--- src/rtl/qdec_pkg.sv ---
`timescale 1ns/1ps
package qdec_pkg;

  typedef enum logic [1:0] {
    MV_NONE = 2'd0,
    MV_UP   = 2'd1,
    MV_DOWN = 2'd2,
    MV_JUMP = 2'd3
  } move_e;

  // Position of a {A,B} pair along the counting-up cycle 00,01,11,10.
  function automatic logic [1:0] ring_pos(input logic [1:0] ab);
    logic [1:0] p;
    case (ab)
      2'b00:   p = 2'd0;
      2'b01:   p = 2'd1;
      2'b11:   p = 2'd2;
      default: p = 2'd3;
    endcase
    return p;
  endfunction

  // Classify the move from one filtered state to the next.
  function automatic move_e classify(input logic [1:0] prev_ab,
                                     input logic [1:0] cur_ab);
    logic [1:0] d;
    move_e m;
    d = ring_pos(cur_ab) - ring_pos(prev_ab);
    case (d)
      2'd0:    m = MV_NONE;
      2'd1:    m = MV_UP;
      2'd3:    m = MV_DOWN;
      default: m = MV_JUMP;
    endcase
    return m;
  endfunction

endpackage

--- src/rtl/qdec_sync.sv ---
`timescale 1ns/1ps
module qdec_sync #(
  parameter int STAGES = 2
) (
  input  logic clk,
  input  logic rst_n,
  input  logic d,
  output logic q
);
  logic [STAGES-1:0] chain_q;

  always_ff @(posedge clk or negedge rst_n) begin
    if (!rst_n) begin
      chain_q <= '0;
    end else begin
      chain_q[0] <= d;
      for (int i = 1; i < STAGES; i++) begin
        chain_q[i] <= chain_q[i-1];
      end
    end
  end

  assign q = chain_q[STAGES-1];
endmodule

--- src/rtl/qdec_filter.sv ---
`timescale 1ns/1ps
module qdec_filter #(
  parameter int RUN = 3
) (
  input  logic clk,
  input  logic rst_n,
  input  logic d,
  output logic q
);
  localparam int HW = RUN - 1;

  logic [HW-1:0] hist_q;
  logic          agree_hi;
  logic          agree_lo;

  // The current sample plus RUN-1 earlier samples must all agree.
  assign agree_hi = d & (&hist_q);
  assign agree_lo = ~d & ~(|hist_q);

  always_ff @(posedge clk or negedge rst_n) begin
    if (!rst_n) begin
      hist_q <= '0;
      q      <= 1'b0;
    end else begin
      hist_q[0] <= d;
      for (int i = 1; i < HW; i++) begin
        hist_q[i] <= hist_q[i-1];
      end
      if (agree_hi) begin
        q <= 1'b1;
      end else if (agree_lo) begin
        q <= 1'b0;
      end
    end
  end
endmodule

--- src/rtl/qdec_decode.sv ---
`timescale 1ns/1ps
module qdec_decode
  import qdec_pkg::*;
(
  input  logic        clk,
  input  logic        rst_n,
  input  logic [1:0]  filt_ab,
  output logic [1:0]  prev_ab,
  output move_e       move
);
  always_ff @(posedge clk or negedge rst_n) begin
    if (!rst_n) begin
      prev_ab <= 2'b00;
    end else begin
      prev_ab <= filt_ab;
    end
  end

  assign move = classify(prev_ab, filt_ab);
endmodule

--- src/rtl/qdec_counter.sv ---
`timescale 1ns/1ps
module qdec_counter #(
  parameter int CNT_W = 16
) (
  input  logic             clk,
  input  logic             rst_n,
  input  logic             step,
  input  logic             up,
  output logic [CNT_W-1:0] count
);
  function automatic logic [CNT_W-1:0] bump(input logic [CNT_W-1:0] cur,
                                            input logic             inc);
    return inc ? cur + 1'b1 : cur - 1'b1;
  endfunction

  always_ff @(posedge clk or negedge rst_n) begin
    if (!rst_n) begin
      count <= '0;
    end else if (step) begin
      count <= bump(count, up);
    end
  end
endmodule

--- src/rtl/qdec_position_counter.sv ---
`timescale 1ns/1ps
module qdec_position_counter
  import qdec_pkg::*;
#(
  parameter int CNT_W       = 16,
  parameter int SYNC_STAGES = 2,
  parameter int FILTER_RUN  = 3
) (
  input  logic             clk,
  input  logic             rst_n,
  input  logic             enc_a,
  input  logic             enc_b,
  output logic [CNT_W-1:0] position_o,
  output logic             cnt_en_o,
  output logic             cnt_dir_o,
  output logic             jump_err_o
);
  localparam int NCH = 2;

  logic [NCH-1:0] raw_ab;
  logic [NCH-1:0] sync_ab;
  logic [NCH-1:0] filt_ab;
  logic [1:0]     prev_ab;
  move_e          move;
  logic           step_up;
  logic           step_dn;
  logic           step_jump;

  // Bit 1 carries channel A, bit 0 carries channel B.
  assign raw_ab = {enc_a, enc_b};

  for (genvar c = 0; c < NCH; c++) begin : g_ch
    qdec_sync #(.STAGES(SYNC_STAGES)) u_sync (
      .clk   (clk),
      .rst_n (rst_n),
      .d     (raw_ab[c]),
      .q     (sync_ab[c])
    );
    qdec_filter #(.RUN(FILTER_RUN)) u_filt (
      .clk   (clk),
      .rst_n (rst_n),
      .d     (sync_ab[c]),
      .q     (filt_ab[c])
    );
  end

  qdec_decode u_dec (
    .clk     (clk),
    .rst_n   (rst_n),
    .filt_ab (filt_ab),
    .prev_ab (prev_ab),
    .move    (move)
  );

  assign step_up   = (move == MV_UP);
  assign step_dn   = (move == MV_DOWN);
  assign step_jump = (move == MV_JUMP);

  qdec_counter #(.CNT_W(CNT_W)) u_cnt (
    .clk   (clk),
    .rst_n (rst_n),
    .step  (step_up | step_dn),
    .up    (step_up),
    .count (position_o)
  );

  assign cnt_en_o   = step_up | step_dn;
  assign cnt_dir_o  = step_up;
  assign jump_err_o = step_jump;
endmodule

--- config.mk ---
export PLATFORM = sky130hd
export DESIGN_NAME = qdec_position_counter
export DESIGN_NICKNAME = d
export VERILOG_FILES = /design/src/rtl/qdec_pkg.sv /design/src/rtl/qdec_sync.sv /design/src/rtl/qdec_filter.sv /design/src/rtl/qdec_decode.sv /design/src/rtl/qdec_counter.sv /design/src/rtl/qdec_position_counter.sv
export SDC_FILE = /design/constraint.sdc
export NUM_CORES = 1
export LEC_CHECK = 0
export ABC_AREA = 1
export ABC_CLOCK_PERIOD_IN_PS = 3000
export BUFFER_PORTS_ARGS = -buffer_cell sky130_fd_sc_hd__buf_4
export CAP_MARGIN = 20
export CELL_PAD_IN_SITES_DETAIL_PLACEMENT = 1
export CELL_PAD_IN_SITES_GLOBAL_PLACEMENT = 2
export CORE_ASPECT_RATIO = 1.4
export CORE_MARGIN = 5
export CORE_UTILIZATION = 33
export CTS_BUF_LIST = sky130_fd_sc_hd__clkbuf_8 sky130_fd_sc_hd__clkbuf_16
export CTS_CLUSTER_DIAMETER = 120
export DETAILED_ROUTE_END_ITERATION = 8
export GPL_TIMING_DRIVEN = 0
export PLACE_DENSITY = 0.81
export SYNTH_ARGS = -nofsm -noshare
export SYNTH_HDL_FRONTEND = slang
export SYNTH_SLANG_ARGS = --single-unit
--- constraint.sdc ---
create_clock -name clk -period 3 [get_ports clk]
set_input_delay 0.6 -clock clk [delete_from_list [all_inputs] [get_ports clk]]
set_output_delay 0.6 -clock clk [all_outputs]
set_load 0.02 [all_outputs]
== Yosys cells after proc, flatten, opt, wreduce, memory -nomap -nowiden ==
Index checks and enable logic that the tools add are counted.

* Mux-type cells: 8
* Reductions and logical operators: 9
* Bitwise gates (word level): 9
* Equal/unequal tests: 9
* $add $sub $neg: 3

{| class="wikitable"
|+ Operator list
! cell !! count
|-
| one-hot mux 2 bit (3 select lines) || 3
|-
| adder 16 x 1 -> 16 bit (second input constant) || 1
|-
| two-way mux 16 bit || 1
|-
| subtractor 16 x 1 -> 16 bit (second input constant) || 1
|-
| == test 2 bit (second input constant) || 5
|-
| == test 2 x 1 -> 1 bit (second input constant) || 4
|-
| zero test 2 bit || 3
|-
| AND 1 bit || 4
|-
| two-way mux 1 bit || 4
|-
| inverter 1 bit || 4
|-
| AND reduction 2 bit || 2
|-
| nonzero test 2 bit || 2
|-
| OR reduction 2 bit || 2
|-
| subtractor 2 bit || 1
|-
| OR 1 bit || 1
|}

* Output and inout bits: 19
* Register bits after elaboration: 28
* Word-level logic and storage cells: 46

== Logic depth before layout (Yosys ltp) ==
Gate-level depths: netlist of the first run.

* Depth in word-level cells: 7
* Gate-level depth with buffers: 22
* Gate-level depth less buffers: 22

== Hierarchy ==
Synthesis of the first run repeated with hierarchy kept, for this count alone.

* Cell total of the unflattened synthesis: 294
* Area, all modules: 2029.4 um2

{| class="wikitable"
|+ Modules (own cells, without submodules)
! module !! instances !! area an instance (um2) !! sequential area each (um2) !! cells each
|-
| qdec_counter || 1 || 1485.2 || 400.4 || 240
|-
| qdec_filter || 2 || 106.4 || 75.1 || 11
|-
| qdec_decode || 1 || 198.9 || 50.0 || 24
|-
| qdec_sync || 2 || 50.0 || 50.0 || 2
|-
| qdec_position_counter || 1 || 32.5 || 0.0 || 4
|}

== Worst setup path before layout of the first run ==
No wires, ideal clock.

* Path type: register to register
* Start point: register g_ch[0].u_filt.q
* End point: register u_cnt.count[15]
* Cell stages (with the launch flop): 18
* Library setup time: 0.117 ns
* Period minus slack after synthesis: 3.080 ns
* Arrival: 2.963 ns
* Setup slack: -0.080 ns
* Cells stage by stage: dfrtp_1 inv_1 ha_1 ha_1 buf_2 nor2_1 inv_1 ha_1 nand2_1 inv_1 a21oi_1 nand2_1 nand2_1 nand2_1 nand2_1 nand3_1 nand2_1 nand2_1

* Word-level cells in the longest chain between the ends: 7

{| class="wikitable"
|+ Ends and longest elaborated chain
! item !! line !! RTL
|-
| start: declaration || qdec_filter.sv:8 || <nowiki>output logic q</nowiki>
|-
| start signal: assignment || qdec_filter.sv:23 || <nowiki>q <= 1'b0;</nowiki>
|-
| start signal: assignment || qdec_filter.sv:30 || <nowiki>q <= 1'b1;</nowiki>
|-
| start signal: assignment || qdec_filter.sv:32 || <nowiki>q <= 1'b0;</nowiki>
|-
| == test 2 bit (tied with other cells) || qdec_pkg.sv:14 || <nowiki>case (ab)</nowiki>
|-
| one-hot mux 2 bit (3 select lines) (*) || qdec_pkg.sv:14 ||
|-
| subtractor 2 bit (*) || qdec_pkg.sv:28 || <nowiki>d = ring_pos(cur_ab) - ring_pos(prev_ab);</nowiki>
|-
| == test 2 bit (tied with other cells) || qdec_pkg.sv:29 || <nowiki>case (d)</nowiki>
|-
| one-hot mux 2 bit (3 select lines) (*) || qdec_pkg.sv:29 ||
|-
| == test 2 x 1 -> 1 bit (*) || qdec_position_counter.sv:55 || <nowiki>assign step_up = (move == MV_UP);</nowiki>
|-
| net cnt_dir_o || qdec_position_counter.sv:15 || <nowiki>output logic cnt_dir_o,</nowiki>
|-
| two-way mux 16 bit / OR 1 bit (equally long branches) || qdec_counter.sv:13, qdec_position_counter.sv:62 ||
|-
| end signal: assignment || qdec_counter.sv:20 || <nowiki>count <= bump(count, up);</nowiki>
|-
| end: declaration || qdec_counter.sv:9 || <nowiki>output logic [CNT_W-1:0] count</nowiki>
|}

The timed path passes the listed nets; every way through them passes the cells marked *.
A chain may end at the register's enable or synchronous reset.

== Worst setup path after layout of the first run ==
* Start point: register u_dec.prev_ab[1]
* End point: register u_cnt.count[12]

* Word-level cells in the longest chain between the ends: 7

{| class="wikitable"
|+ Ends and longest elaborated chain
! item !! line !! RTL
|-
| start: declaration || qdec_decode.sv:8 || <nowiki>output logic [1:0] prev_ab,</nowiki>
|-
| start signal: assignment || qdec_decode.sv:15 || <nowiki>prev_ab <= filt_ab;</nowiki>
|-
| == test 2 bit (tied with other cells) || qdec_pkg.sv:14 ||
|-
| one-hot mux 2 bit (3 select lines) (*) || qdec_pkg.sv:14 ||
|-
| subtractor 2 bit (*) || qdec_pkg.sv:28 ||
|-
| == test 2 bit (tied with other cells) || qdec_pkg.sv:29 ||
|-
| one-hot mux 2 bit (3 select lines) (*) || qdec_pkg.sv:29 ||
|-
| == test 2 x 1 -> 1 bit / == test 2 bit (equally long branches) || qdec_position_counter.sv:55, qdec_position_counter.sv:56 ||
|-
| two-way mux 16 bit / OR 1 bit (equally long branches) || qdec_counter.sv:13, qdec_position_counter.sv:62 ||
|}

Mark *: on every way between the ends. The rest lies on a longest branch, timed or not.

==> results.sh, run 1 <==
export IMPL_status="finished clean"
export IMPL_vias_per_cell=4.99
export IMPL_die_height_um=98.7
export IMPL_final_cells=353
export IMPL_placed_cell_area_um2=2110
export IMPL_rows=32
export IMPL_wl_um=4990
export IMPL_antenna_found_initial=0
export IMPL_port_buffers=22
export IMPL_synthMuxAreaShare_pct=0
export IMPL_grt_pass1_vias=1802
export IMPL_hold_class="primary input to async pin"
export IMPL_synth_xor_area_share_pct=1.42
export IMPL_skew_ps=6.31
export IMPL_ioPinCount=23
export IMPL_ys_ff_latch=28
export IMPL_numCtsBuffers=3
export IMPL_arrival_ps=3030
export IMPL_cts_root_buf="clkbuf_8"
export IMPL_synthToLayoutAreaGrowth_pct=39.5
export IMPL_final_cell_mix="nand2_1, buf_4, inv_1"
export IMPL_rsz0062_at_grt="yes"
export IMPL_htree_levels=1
export IMPL_grt_usage_pct=14.0
export IMPL_place_gp_congestion=0.816
export IMPL_grt_pass1_wl_um=7980
export IMPL_final_hold_violation_count=0
export IMPL_grt_max_degree=29
export IMPL_avgSynthCellArea_um2=7.50
export IMPL_cts_hold_buf=0
export IMPL_cts_max_path_buffers=2
export IMPL_drcViolationCount=0
export IMPL_finalInstanceArea_um2=2580
export IMPL_start_util_pct=33.8
export IMPL_vias=1762
export IMPL_synth_area_um2=1850
export IMPL_insertion_delay_ps=280
export IMPL_maxSlewHeadroom_pct=64.6
export IMPL_final_antenna_net_count=0
export IMPL_yosysWarnings=0
export IMPL_die_x_um=73.3
export IMPL_layout_commonest_cell="nand2_1"
export IMPL_seq_area_frac_synth_pct=37.8
export IMPL_ys_types=26
export IMPL_wl_per_cell_um=14.1
export IMPL_finalSetupViolCount=0
export IMPL_worst_slew_pin_slew_ps=531
export IMPL_postSynthCellCount=247
export IMPL_fmax_mhz=350
export IMPL_placed_cells=337
export IMPL_clk_pin_slew_ps=110
export IMPL_synth_nets=272
export IMPL_drive_gt1_share_pct=33.0
export IMPL_grt_ovfl_total=0
export IMPL_die_area_um2=7240
export IMPL_fin_crit_sh_pct=95.3
export IMPL_diodes=0
export IMPL_critPathLaunch="u_dec.prev_ab[1]$_DFF_PN0_"
export IMPL_drt_initial_drc_count=28
export IMPL_synth_compound_area_share_pct=8.98
export IMPL_cts_tree="yes"
export IMPL_fin_crit_ps=2860
export IMPL_dr_pass1_iters=4
export IMPL_synth_fa_ha_area_share_pct=14.6
export IMPL_fin_nets=311
export IMPL_crit_path_end_kind="flip-flop"
export IMPL_synth_top_family_by_area="simple AND/OR/NAND/NOR gates"
export IMPL_drv_slew=0
export IMPL_dp_hpwl_um=3660
export IMPL_cts_sink_count=28
export IMPL_startpoint_type="flip-flop"
export IMPL_synth_simple_area_share_pct=29.8
export IMPL_cp_max_fo=8
export IMPL_required_ps=3170
export IMPL_critical_path_class="flip-flop to flip-flop"
export IMPL_rr_startpoint="u_dec.prev_ab[1]$_DFF_PN0_"
export IMPL_coreArea_um2=5490
export IMPL_cap_viol_max_count=0
[cell usage after synthesis]
master | count | share of area, %
or2_1 | 1 | 0.34
nand3_1 | 20 | 5.4
ha_1 | 20 | 14
nor2_1 | 14 | 2.8
clkbuf_1 | 1 | 0.20
o21ai_0 | 7 | 1.9
nand3b_1 | 4 | 1.6
o21ai_2 | 1 | 0.47
xnor2_1 | 3 | 1.4
buf_2 | 2 | 0.54
or2_2 | 2 | 0.68
a31oi_1 | 2 | 0.68
o31ai_1 | 2 | 0.81
inv_1 | 33 | 6.7
fa_1 | 1 | 1.1
and2_1 | 1 | 0.34
a21oi_1 | 15 | 4.1
nand4_1 | 3 | 1.0
nor3_1 | 1 | 0.27
nand2_1 | 81 | 16
dfrtp_1 | 28 | 38
nor3_2 | 1 | 0.54
o21bai_1 | 1 | 0.41
nand2_2 | 1 | 0.34
o21a_1 | 1 | 0.41
o21ai_1 | 1 | 0.27
[registers in the layout, summed over array words and instances, names as in the netlist]
name,count
u_cnt.count,16
g_ch.u_filt.q,2
u_dec.prev_ab,2
g_ch.u_filt.hist_q,4
g_ch.u_sync.chain_q,4
[what timing repair did]
action | 4_1_cts | 5_1_grt
endpoints found under the setup margin | 12 | 12
setup buffers | 4 | 8
gates resized for setup | 10 | 54
pin swaps | 1 | 20
[layout make-up]
class                      instances  area [um^2]
sequential                        28          701
buffer                             3         13.8
multi-input combinational        183         1310
clock buffer                       3         41.3
clock inverter                     1         30.0
tap                               68         85.1
timing repair buffer              34          279
inverter                          33          128
fill                             674         2900
[worst max-delay path: stages (launching register included)]
cell and delay (ps):
dfrtp_1 400, ha_1 310, inv_2 70, ha_4 140, inv_2 30, nand2_2 70
nand2_1 50, nand2_1 80, nand2_2 90, nor2_4 130, clkinvlp_4 150, buf_12 170
ha_4 290, nand2_1 100, o21ai_0 270, nand2_1 120, nand3_1 100, nand2_1 50
nand3_1 80, nand2_1 50
[per-layer routing]
layer	wire length (um)	track usage (%)	share of wire, %
met5	0	0	0
met4	68	4.18	1.4
met1	2110	15.7	42
met2	2720	26.8	54
met3	92	1.33	1.8
[worst paths after layout]
check	end	slack, ps	depth (start not counted)
worst min register to register	g_ch[0].u_sync.chain_q[1]$_DFF_PN0_	360	0
min in group clk	g_ch[0].u_sync.chain_q[1]$_DFF_PN0_	360	0
worst min-delay path	u_cnt.count[6]$_DFFE_PN0P_	220	1
max in group asynchronous	g_ch[1].u_sync.chain_q[1]$_DFF_PN0_	2480	1
worst max register to register	u_cnt.count[12]$_DFFE_PN0P_	140	19
worst max-delay path	u_cnt.count[12]$_DFFE_PN0P_	140	19
[kinds of logic (layout without fill, tap and decap cells)]
| group | Yosys count | count (layout) |
|---|---|---|
| buf+inv | 36 | 74 |
| simple gates | 129 | 129 |
| fa+ha+maj | 21 | 21 |
| xor+xnor | 3 | 3 |
| compound gates | 30 | 30 |
| flops | 28 | 28 |
[stage by stage]
step / utilization [%] / setup TNS (ps) / hold slack, ps / worst slack (ps)
5_1_grt: 47.1 / -165 / 242 / -51.7
4_1_cts: 41.3 / -17.2 / 230 / -13.4
3_3_place_gp: 38.4 / -1450 / 333 / -206
2_1_floorplan: - / 0 / 304 / 100
6_report: 47.1 / 0 / 220 / 141
3_5_place_dp: 38.4 / -2180 / 336 / -265
Power of run 1 is not shown: default switching activity piles up to over one toggle a cycle in this logic, so the estimate is an artifact.
==> run 2, diff against run 1 <==
--- a/config.mk
+++ b/config.mk
@@ -7,3 +7,2 @@
 export LEC_CHECK = 0
-export ABC_AREA = 1
 export ABC_CLOCK_PERIOD_IN_PS = 3000
@@ -13,5 +12,5 @@
 export CELL_PAD_IN_SITES_GLOBAL_PLACEMENT = 2
-export CORE_ASPECT_RATIO = 1.4
+export CORE_ASPECT_RATIO = 0.6
 export CORE_MARGIN = 5
-export CORE_UTILIZATION = 33
+export CORE_UTILIZATION = 35
 export CTS_BUF_LIST = sky130_fd_sc_hd__clkbuf_8 sky130_fd_sc_hd__clkbuf_16
@@ -20,3 +19,3 @@
 export GPL_TIMING_DRIVEN = 0
-export PLACE_DENSITY = 0.81
+export PLACE_DENSITY = 0.8
 export SYNTH_ARGS = -nofsm -noshare
--- a/constraint.sdc
+++ b/constraint.sdc
@@ -3,2 +3,2 @@
 set_output_delay 0.6 -clock clk [all_outputs]
-set_load 0.02 [all_outputs]
+set_load 0.01 [all_outputs]
==> run 2 against run 1 <==
Net effect:
- the flow now finishes with violations (setup timing)
- routed wire length up 7.4%
- maximum frequency fell by 7.2%
- area after synthesis decreased by 2.3%
- setup slack got worse by 220 ps
- synthesized cell count down 19%
- core utilization is 4.1 points higher
- hold slack got worse by 6.1 ps
- non-clock buffer count increased by 4
- register-to-register slack worse by 220 ps
- global-route usage increased by 3.2 points
- critical path type unchanged
==> results.sh, run 2 <==
export IMPL_status="finished, violations left"
export IMPL_violations="setup timing"
export IMPL_yosysWarnings=0
export IMPL_yosysTopAreaCellShare_pct=38.7
export IMPL_ys_types=40
export IMPL_dp_hpwl_um=3520
export IMPL_grt_max_degree=29
export IMPL_fin_ws_ps=-79.8
export IMPL_ys_ff_latch=28
export IMPL_hold_class="primary input to async pin"
export IMPL_cts_sink_count=28
export IMPL_grt_ovfl_total=0
export IMPL_yosys_most_used_dff="dfrtp_1"
export IMPL_multiInputGateArea_um2=1360
export IMPL_grt_pass1_vias=1705
export IMPL_grt_usage_pct=17.2
export IMPL_vias=1618
export IMPL_drcViolationCount=0
export IMPL_synth_edf_count=0
export IMPL_fin_crit_sh_pct=103
export IMPL_drv_slew=0
export IMPL_ioPinCount=23
export IMPL_drive_gt1_share_pct=36.6
export IMPL_worst_slew_pin_slew_ps=536
export IMPL_synth_area_leaders="dfrtp_1, ha_1, nand2_1"
export IMPL_cap_viol_max_count=0
export IMPL_critical_path_class="flip-flop to flip-flop"
export IMPL_cts_root_buf="clkbuf_8"
export IMPL_start_util_pct=36.0
export IMPL_fin_nets=264
export IMPL_cts_tree="yes"
export IMPL_final_cells=304
export IMPL_fmax_mhz=325
export IMPL_final_cell_mix="buf_4, dfrtp_1, nand2_1"
export IMPL_dr_pass1_iters=4
export IMPL_numCtsBuffers=3
export IMPL_postSynthCellCount=199
export IMPL_die_height_um=65.7
export IMPL_rows=20
export IMPL_placed_cells=287
export IMPL_coreArea_um2=5030
export IMPL_synth_nets=224
export IMPL_die_x_um=103
export IMPL_top_register="u_cnt.count"
export IMPL_regArea_um2=701
export IMPL_crit_path_end_kind="flip-flop"
export IMPL_maxSlewHeadroom_pct=64.3
export IMPL_largest_reg_flops=16
export IMPL_final_hold_violation_count=0
export IMPL_seq_area_frac_synth_pct=38.7
export IMPL_diodes=0
export IMPL_final_antenna_net_count=0
export IMPL_synth_area_um2=1810
export IMPL_synthToLayoutAreaGrowth_pct=42.4
export IMPL_cts_hold_buf=0
export IMPL_async_flop_share_pct=100
export IMPL_wl_um=5360
export IMPL_insertion_delay_ps=290
export IMPL_fin_crit_ps=3080
export IMPL_htree_levels=1
export IMPL_wl_per_cell_um=17.6
export IMPL_port_buffers=22
export IMPL_drt_initial_drc_count=74
export IMPL_die_area_um2=6760
export IMPL_finalSetupViolCount=5
export IMPL_reg_largest_list="u_cnt.count: 16 flops, g_ch.u_filt.hist_q: 4 flops, g_ch.u_sync.chain_q: 4 flops"
export IMPL_required_ps=3210
export IMPL_cts_max_path_buffers=2
export IMPL_fill_cells=562
export IMPL_synth_commonest_cells="dfrtp_1, nand2_1, ha_1, a21oi_1, o21ai_0"
export IMPL_rsz0062_at_grt="yes"
export IMPL_antenna_found_initial=0
export IMPL_avgSynthCellArea_um2=9.10
export IMPL_layout_commonest_cell="buf_4"
export IMPL_skew_ps=11.8
export IMPL_grt_pass1_wl_um=9010
export IMPL_vias_per_cell=5.32
export IMPL_place_gp_congestion=0.812
export IMPL_yosys_area_top_type="dfrtp_1"
export IMPL_cp_max_fo=8
export IMPL_clk_pin_slew_ps=110
export IMPL_arrival_ps=3290
export IMPL_startpoint_type="flip-flop"
run 2: worst max-delay path, stage by stage (launching register included):
cell	delay, ps
dfrtp_1	420
inv_1	70
ha_2	200
nor2_4	160
xor2_4	220
xnor2_4	160
and2_4	260
inv_8	80
ha_4	300
and2b_1	150
o21ai_2	70
a21o_1	220
a211o_4	370
and4_1	210
nor3_1	130
run 2: kinds of logic (layout without fill, tap and decap cells):
group,after synthesis,count (layout),share of synthesized area [%]
buf+inv,18,57,3.87
xor+xnor,12,12,5.81
compound gates,61,61,20.9
flops,28,28,38.7
fa+ha+maj,21,21,14.9
simple gates,57,57,14.6
mux,2,2,1.17
run 2: worst paths after layout:
path	from	end	slack, ps	depth (start not counted)
max in group asynchronous	rst_n	u_cnt.count[7]$_DFFE_PN0P_	2520	1
min reg2reg	g_ch[0].u_sync.chain_q[0]$_DFF_PN0_	g_ch[0].u_sync.chain_q[1]$_DFF_PN0_	360	0
max	g_ch[0].u_filt.q$_DFFE_PN0P_	u_cnt.count[14]$_DFFE_PN0P_	-80	14
min in group clk	g_ch[0].u_sync.chain_q[0]$_DFF_PN0_	g_ch[0].u_sync.chain_q[1]$_DFF_PN0_	360	0
min	rst_n	u_cnt.count[5]$_DFFE_PN0P_	210	1
max reg2reg	g_ch[0].u_filt.q$_DFFE_PN0P_	u_cnt.count[14]$_DFFE_PN0P_	-80	14
run 2: area by class of cell:
cell class	instances	share of cell area [%]
buffer	5	1.31
clock buffer	3	1.60
clock inverter	1	1.16
inverter	11	2.09
multi-input combinational	153	52.7
sequential	28	27.2
tap	66	3.20
timing repair buffer	36	10.5
timing repair inverter	1	0.243
run 2: timing repair:
item | CTS | global route
resized for setup | 48 | 16
buffers inserted | 13 | 1
gates cloned | 1 | 0
pin swaps | 20 | 9
setup endpoints to repair | 10 | 10
run 2: routing by layer:
metal / global-route usage [%] / vias up / share of wire (%)
met4: 2.26 / 0 / 0.39
met2: 26.9 / 19 / 42
met5: 0 / - / 0
li1: - / 781 / -
met3: 3.50 / 2 / 2.6
met1: 25.1 / 816 / 55
run 2: through the flow:
step / hold slack, ps / TNS, ps / instance area (um^2) / setup slack (ps) / util, %
floorplan: 304 / 0 / 1820 / 21.3 / -
global placement: 336 / -3060 / 2070 / -447 / 41.1
detailed placement: 338 / -3290 / 2070 / -478 / 41.1
CTS: 234 / 0 / 2490 / 7.15 / 49.5
global route: 245 / -1520 / 2580 / -212 / 51.3
finish: 214 / -276 / 2580 / -79.8 / 51.3
Power of run 2 is left out for the same reason.
==> run 3, diff against run 2 <==
CORE_UTILIZATION = 38   (was 35)
CTS_CLUSTER_DIAMETER = not set   (was 120)
PLACE_DENSITY = 0.81   (was 0.8)
SYNTH_HIERARCHICAL = 1   (was not set)
==> run 3 against run 2 <==
Net effect:
- the run still ends with setup timing left
- first-iteration DRC count fell by 28%
- final cell count fell by 6.6%
- maximum frequency fell by 22%
- critical path type unchanged
- critical endpoint is now u_cnt/count[11]$_DFFE_PN0P_
- largest cell class unchanged
==> results.sh, run 3 <==
export IMPL_synth_area_um2=1800
export IMPL_seq_area_frac_synth_pct=38.9
export IMPL_cts_sink_count=28
export IMPL_clk_pin_slew_ps=100
export IMPL_synth_edf_count=0
export IMPL_avgSynthCellArea_um2=11.1
export IMPL_synth_area_leaders="dfrtp_1, ha_1, mux2_2"
export IMPL_reg2reg_depth=17
export IMPL_numCtsBuffers=3
export IMPL_largest_reg_flops=16
export IMPL_ys_types=41
export IMPL_fin_crit_ps=3970
export IMPL_top_register="u_cnt/count"
export IMPL_synthToLayoutAreaGrowth_pct=59.5
export IMPL_final_cells=284
export IMPL_crit_slowest_cell="dfrtp_2"
export IMPL_synth_commonest_cells="dfrtp_1, ha_1, inv_1, mux2_2, nand2_1"
export IMPL_ioPinCount=23
export IMPL_cpPeakStageDelay_ps=470
export IMPL_diodes=0
export IMPL_coreArea_um2=4590
export IMPL_top_usage_layer="met2"
export IMPL_finalSetupViolCount=16
export IMPL_cts_max_path_buffers=2
export IMPL_grtUsageMet3_pct=3.42
export IMPL_drv_slew=0
export IMPL_vias=1555
export IMPL_rows=19
export IMPL_grt_pass1_wl_um=8260
export IMPL_insertion_delay_ps=290
export IMPL_use_met1_pct=22.8
export IMPL_yosysTopAreaCellShare_pct=38.9
export IMPL_ys_ff_latch=28
export IMPL_place_ws_ps=-1360
export IMPL_drive_gt1_share_pct=60.2
export IMPL_drcViolationCount=0
export IMPL_fin_ws_ps=-972
export IMPL_yosysWarnings=6
export IMPL_cts_tree="yes"
export IMPL_grtUsageMet2_pct=28.1
export IMPL_synth_nets=190
export IMPL_cts_hold_buf=0
export IMPL_port_buffers=22
export IMPL_wl_um=5950
export IMPL_crit_chain="ha_4 > nor2_4 > xor3_1 > ha_2 > or2_4 > inv_2 > ha_4 > clkinvlp_4 > buf_12 > buf_8 > ha_4 > o211ai_1 > o211ai_1 > nand2_2 > o31ai_4 > xor2_1 > mux2_2"
export IMPL_fill_cells=453
export IMPL_final_hold_violation_count=0
export IMPL_required_ps=3190
export IMPL_final_cell_mix="buf_4, dfrtp_1, ha_4"
export IMPL_rsz0062_at_grt="yes"
export IMPL_fin_nets=250
export IMPL_die_x_um=98.9
export IMPL_layout_commonest_cell="buf_4"
export IMPL_reg_largest_list="u_cnt/count: 16 flops, g_ch.u_filt/hist_q: 4 flops, g_ch.u_sync/chain_q: 4 flops"
export IMPL_cap_viol_max_count=0
export IMPL_startpoint_type="flip-flop"
export IMPL_cts_root_buf="clkbuf_8"
export IMPL_htree_levels=1
export IMPL_hold_class="primary input to async pin"
export IMPL_fmax_mhz=252
export IMPL_grt_usage_pct=16.8
export IMPL_grt_max_degree=29
export IMPL_skew_ps=11.8
export IMPL_postSynthCellCount=162
export IMPL_dr_pass1_iters=4
export IMPL_drt_initial_drc_count=53
export IMPL_yosys_area_top_type="dfrtp_1"
export IMPL_arrival_ps=4160
export IMPL_start_util_pct=39.3
export IMPL_die_area_um2=6270
export IMPL_synth_most_common_cell="dfrtp_1"
export IMPL_reg2reg_slack_ps=-970
export IMPL_worst_slew_pin_slew_ps=398
export IMPL_maxSlewHeadroom_pct=73.5
export IMPL_violations="setup timing"
export IMPL_async_flop_share_pct=100
export IMPL_status="finished, violations left"
export IMPL_wl_per_cell_um=21.0
export IMPL_vias_per_cell=5.48
export IMPL_timing_rr_end="u_cnt/count[11]$_DFFE_PN0P_"
export IMPL_final_antenna_net_count=0
export IMPL_antenna_found_initial=0
export IMPL_place_gp_congestion=0.842
export IMPL_die_height_um=63.4
export IMPL_grt_pass1_vias=1578
export IMPL_cp_common_cell="ha_4"
export IMPL_dp_hpwl_um=3260
export IMPL_grt_ovfl_total=0
export IMPL_critical_path_class="flip-flop to flip-flop"
export IMPL_fin_crit_sh_pct=132
export IMPL_yosys_most_used_dff="dfrtp_1"
export IMPL_placed_cells=247
export IMPL_rr_startpoint="g_ch[1].u_filt/q$_DFFE_PN0P_"
export IMPL_cp_max_fo=4
export IMPL_crit_path_end_kind="flip-flop"
[run 3: cell types whose count changed in the layout (fill, tap and decap cells not counted), moves of 4 or more]
cell     before  now
buf_6         2    6
nand2_1      27    7
ha_4          9   18
mux2_4        0   10
o21ai_0      11    0
a21oi_1      11    3
buf_4        36   46
ha_2          6    1
[run 3: what timing repair did]
item	CTS	global route
resized for setup	43	34
pin swaps	21	23
buffers inserted	23	11
endpoints found under the setup margin	17	16
[run 3: worst max-delay path by stage]
stage                                             from                          end  slack (ps)  cells after the start
after global routing      g_ch[1].u_filt/q$_DFFE_PN0P_  u_cnt/count[11]$_DFFE_PN0P_       -1090                     17
after floorplan           g_ch[0].u_filt/q$_DFFE_PN0P_  u_cnt/count[14]$_DFFE_PN0P_        -750                     15
after detailed placement  g_ch[0].u_filt/q$_DFFE_PN0P_  u_cnt/count[13]$_DFFE_PN0P_       -1360                     16
final                     g_ch[1].u_filt/q$_DFFE_PN0P_  u_cnt/count[11]$_DFFE_PN0P_        -970                     17
after global placement    g_ch[1].u_filt/q$_DFFE_PN0P_  u_cnt/count[13]$_DFFE_PN0P_       -1320                     15
after CTS                 g_ch[1].u_filt/q$_DFFE_PN0P_  u_cnt/count[14]$_DFFE_PN0P_        -760                     16
[run 3: critical path, delay by kind of cell (launching register included)]
| kind | cells | cell delay, ps |
|---|---|---|
| buf+inv | 4 | 460 |
| mux | 1 | 270 |
| compound gates | 3 | 780 |
| flops | 1 | 470 |
| simple gates | 3 | 500 |
| fa+ha+maj | 4 | 820 |
| xor+xnor | 2 | 570 |
[run 3: final cells by class]
cell class,instances,area [um^2],area share [%]
multi-input cells,121,1490,51.9
flip-flops and latches,28,703,24.5
repair buffers,55,467,16.2
well taps,63,78.8,2.74
inverters,11,47.5,1.65
clock buffers,3,41.3,1.44
clock inverters,1,30.0,1.04
plain buffers,2,16.3,0.566
[run 3: cell families (layout without fill, tap and decap cells)]
| kind of cell | Yosys count | after routing | share of synthesized area (%) |
|---|---|---|---|
| buf+inv | 13 | 72 | 3.12 |
| compound gates | 40 | 40 | 16.2 |
| xor+xnor | 16 | 16 | 8.61 |
| mux | 14 | 14 | 9.09 |
| flops | 28 | 28 | 38.9 |
| fa+ha+maj | 24 | 24 | 17.1 |
| simple gates | 27 | 27 | 7.08 |
[run 3: layer usage]
layer  vias to the layer above  routed length, um
met2                        48               2930
met4                         0                112
met3                        13                321
li1                        695                  -
met5                         -                  0
met1                       799               2590
[run 3: stage by stage]
stage / setup TNS, ps / utilization [%] / cell area [um^2] / hold slack (ps)
after CTS: -7400 / 57.4 / 2640 / 233
after global placement: -12960 / 47.5 / 2180 / 333
after global routing: -11620 / 62.7 / 2880 / 233
final: -10070 / 62.7 / 2880 / 208
after detailed placement: -14150 / 47.5 / 2180 / 346
after floorplan: -7690 / - / 1930 / 304
Power of run 3 is left out for the same reason.
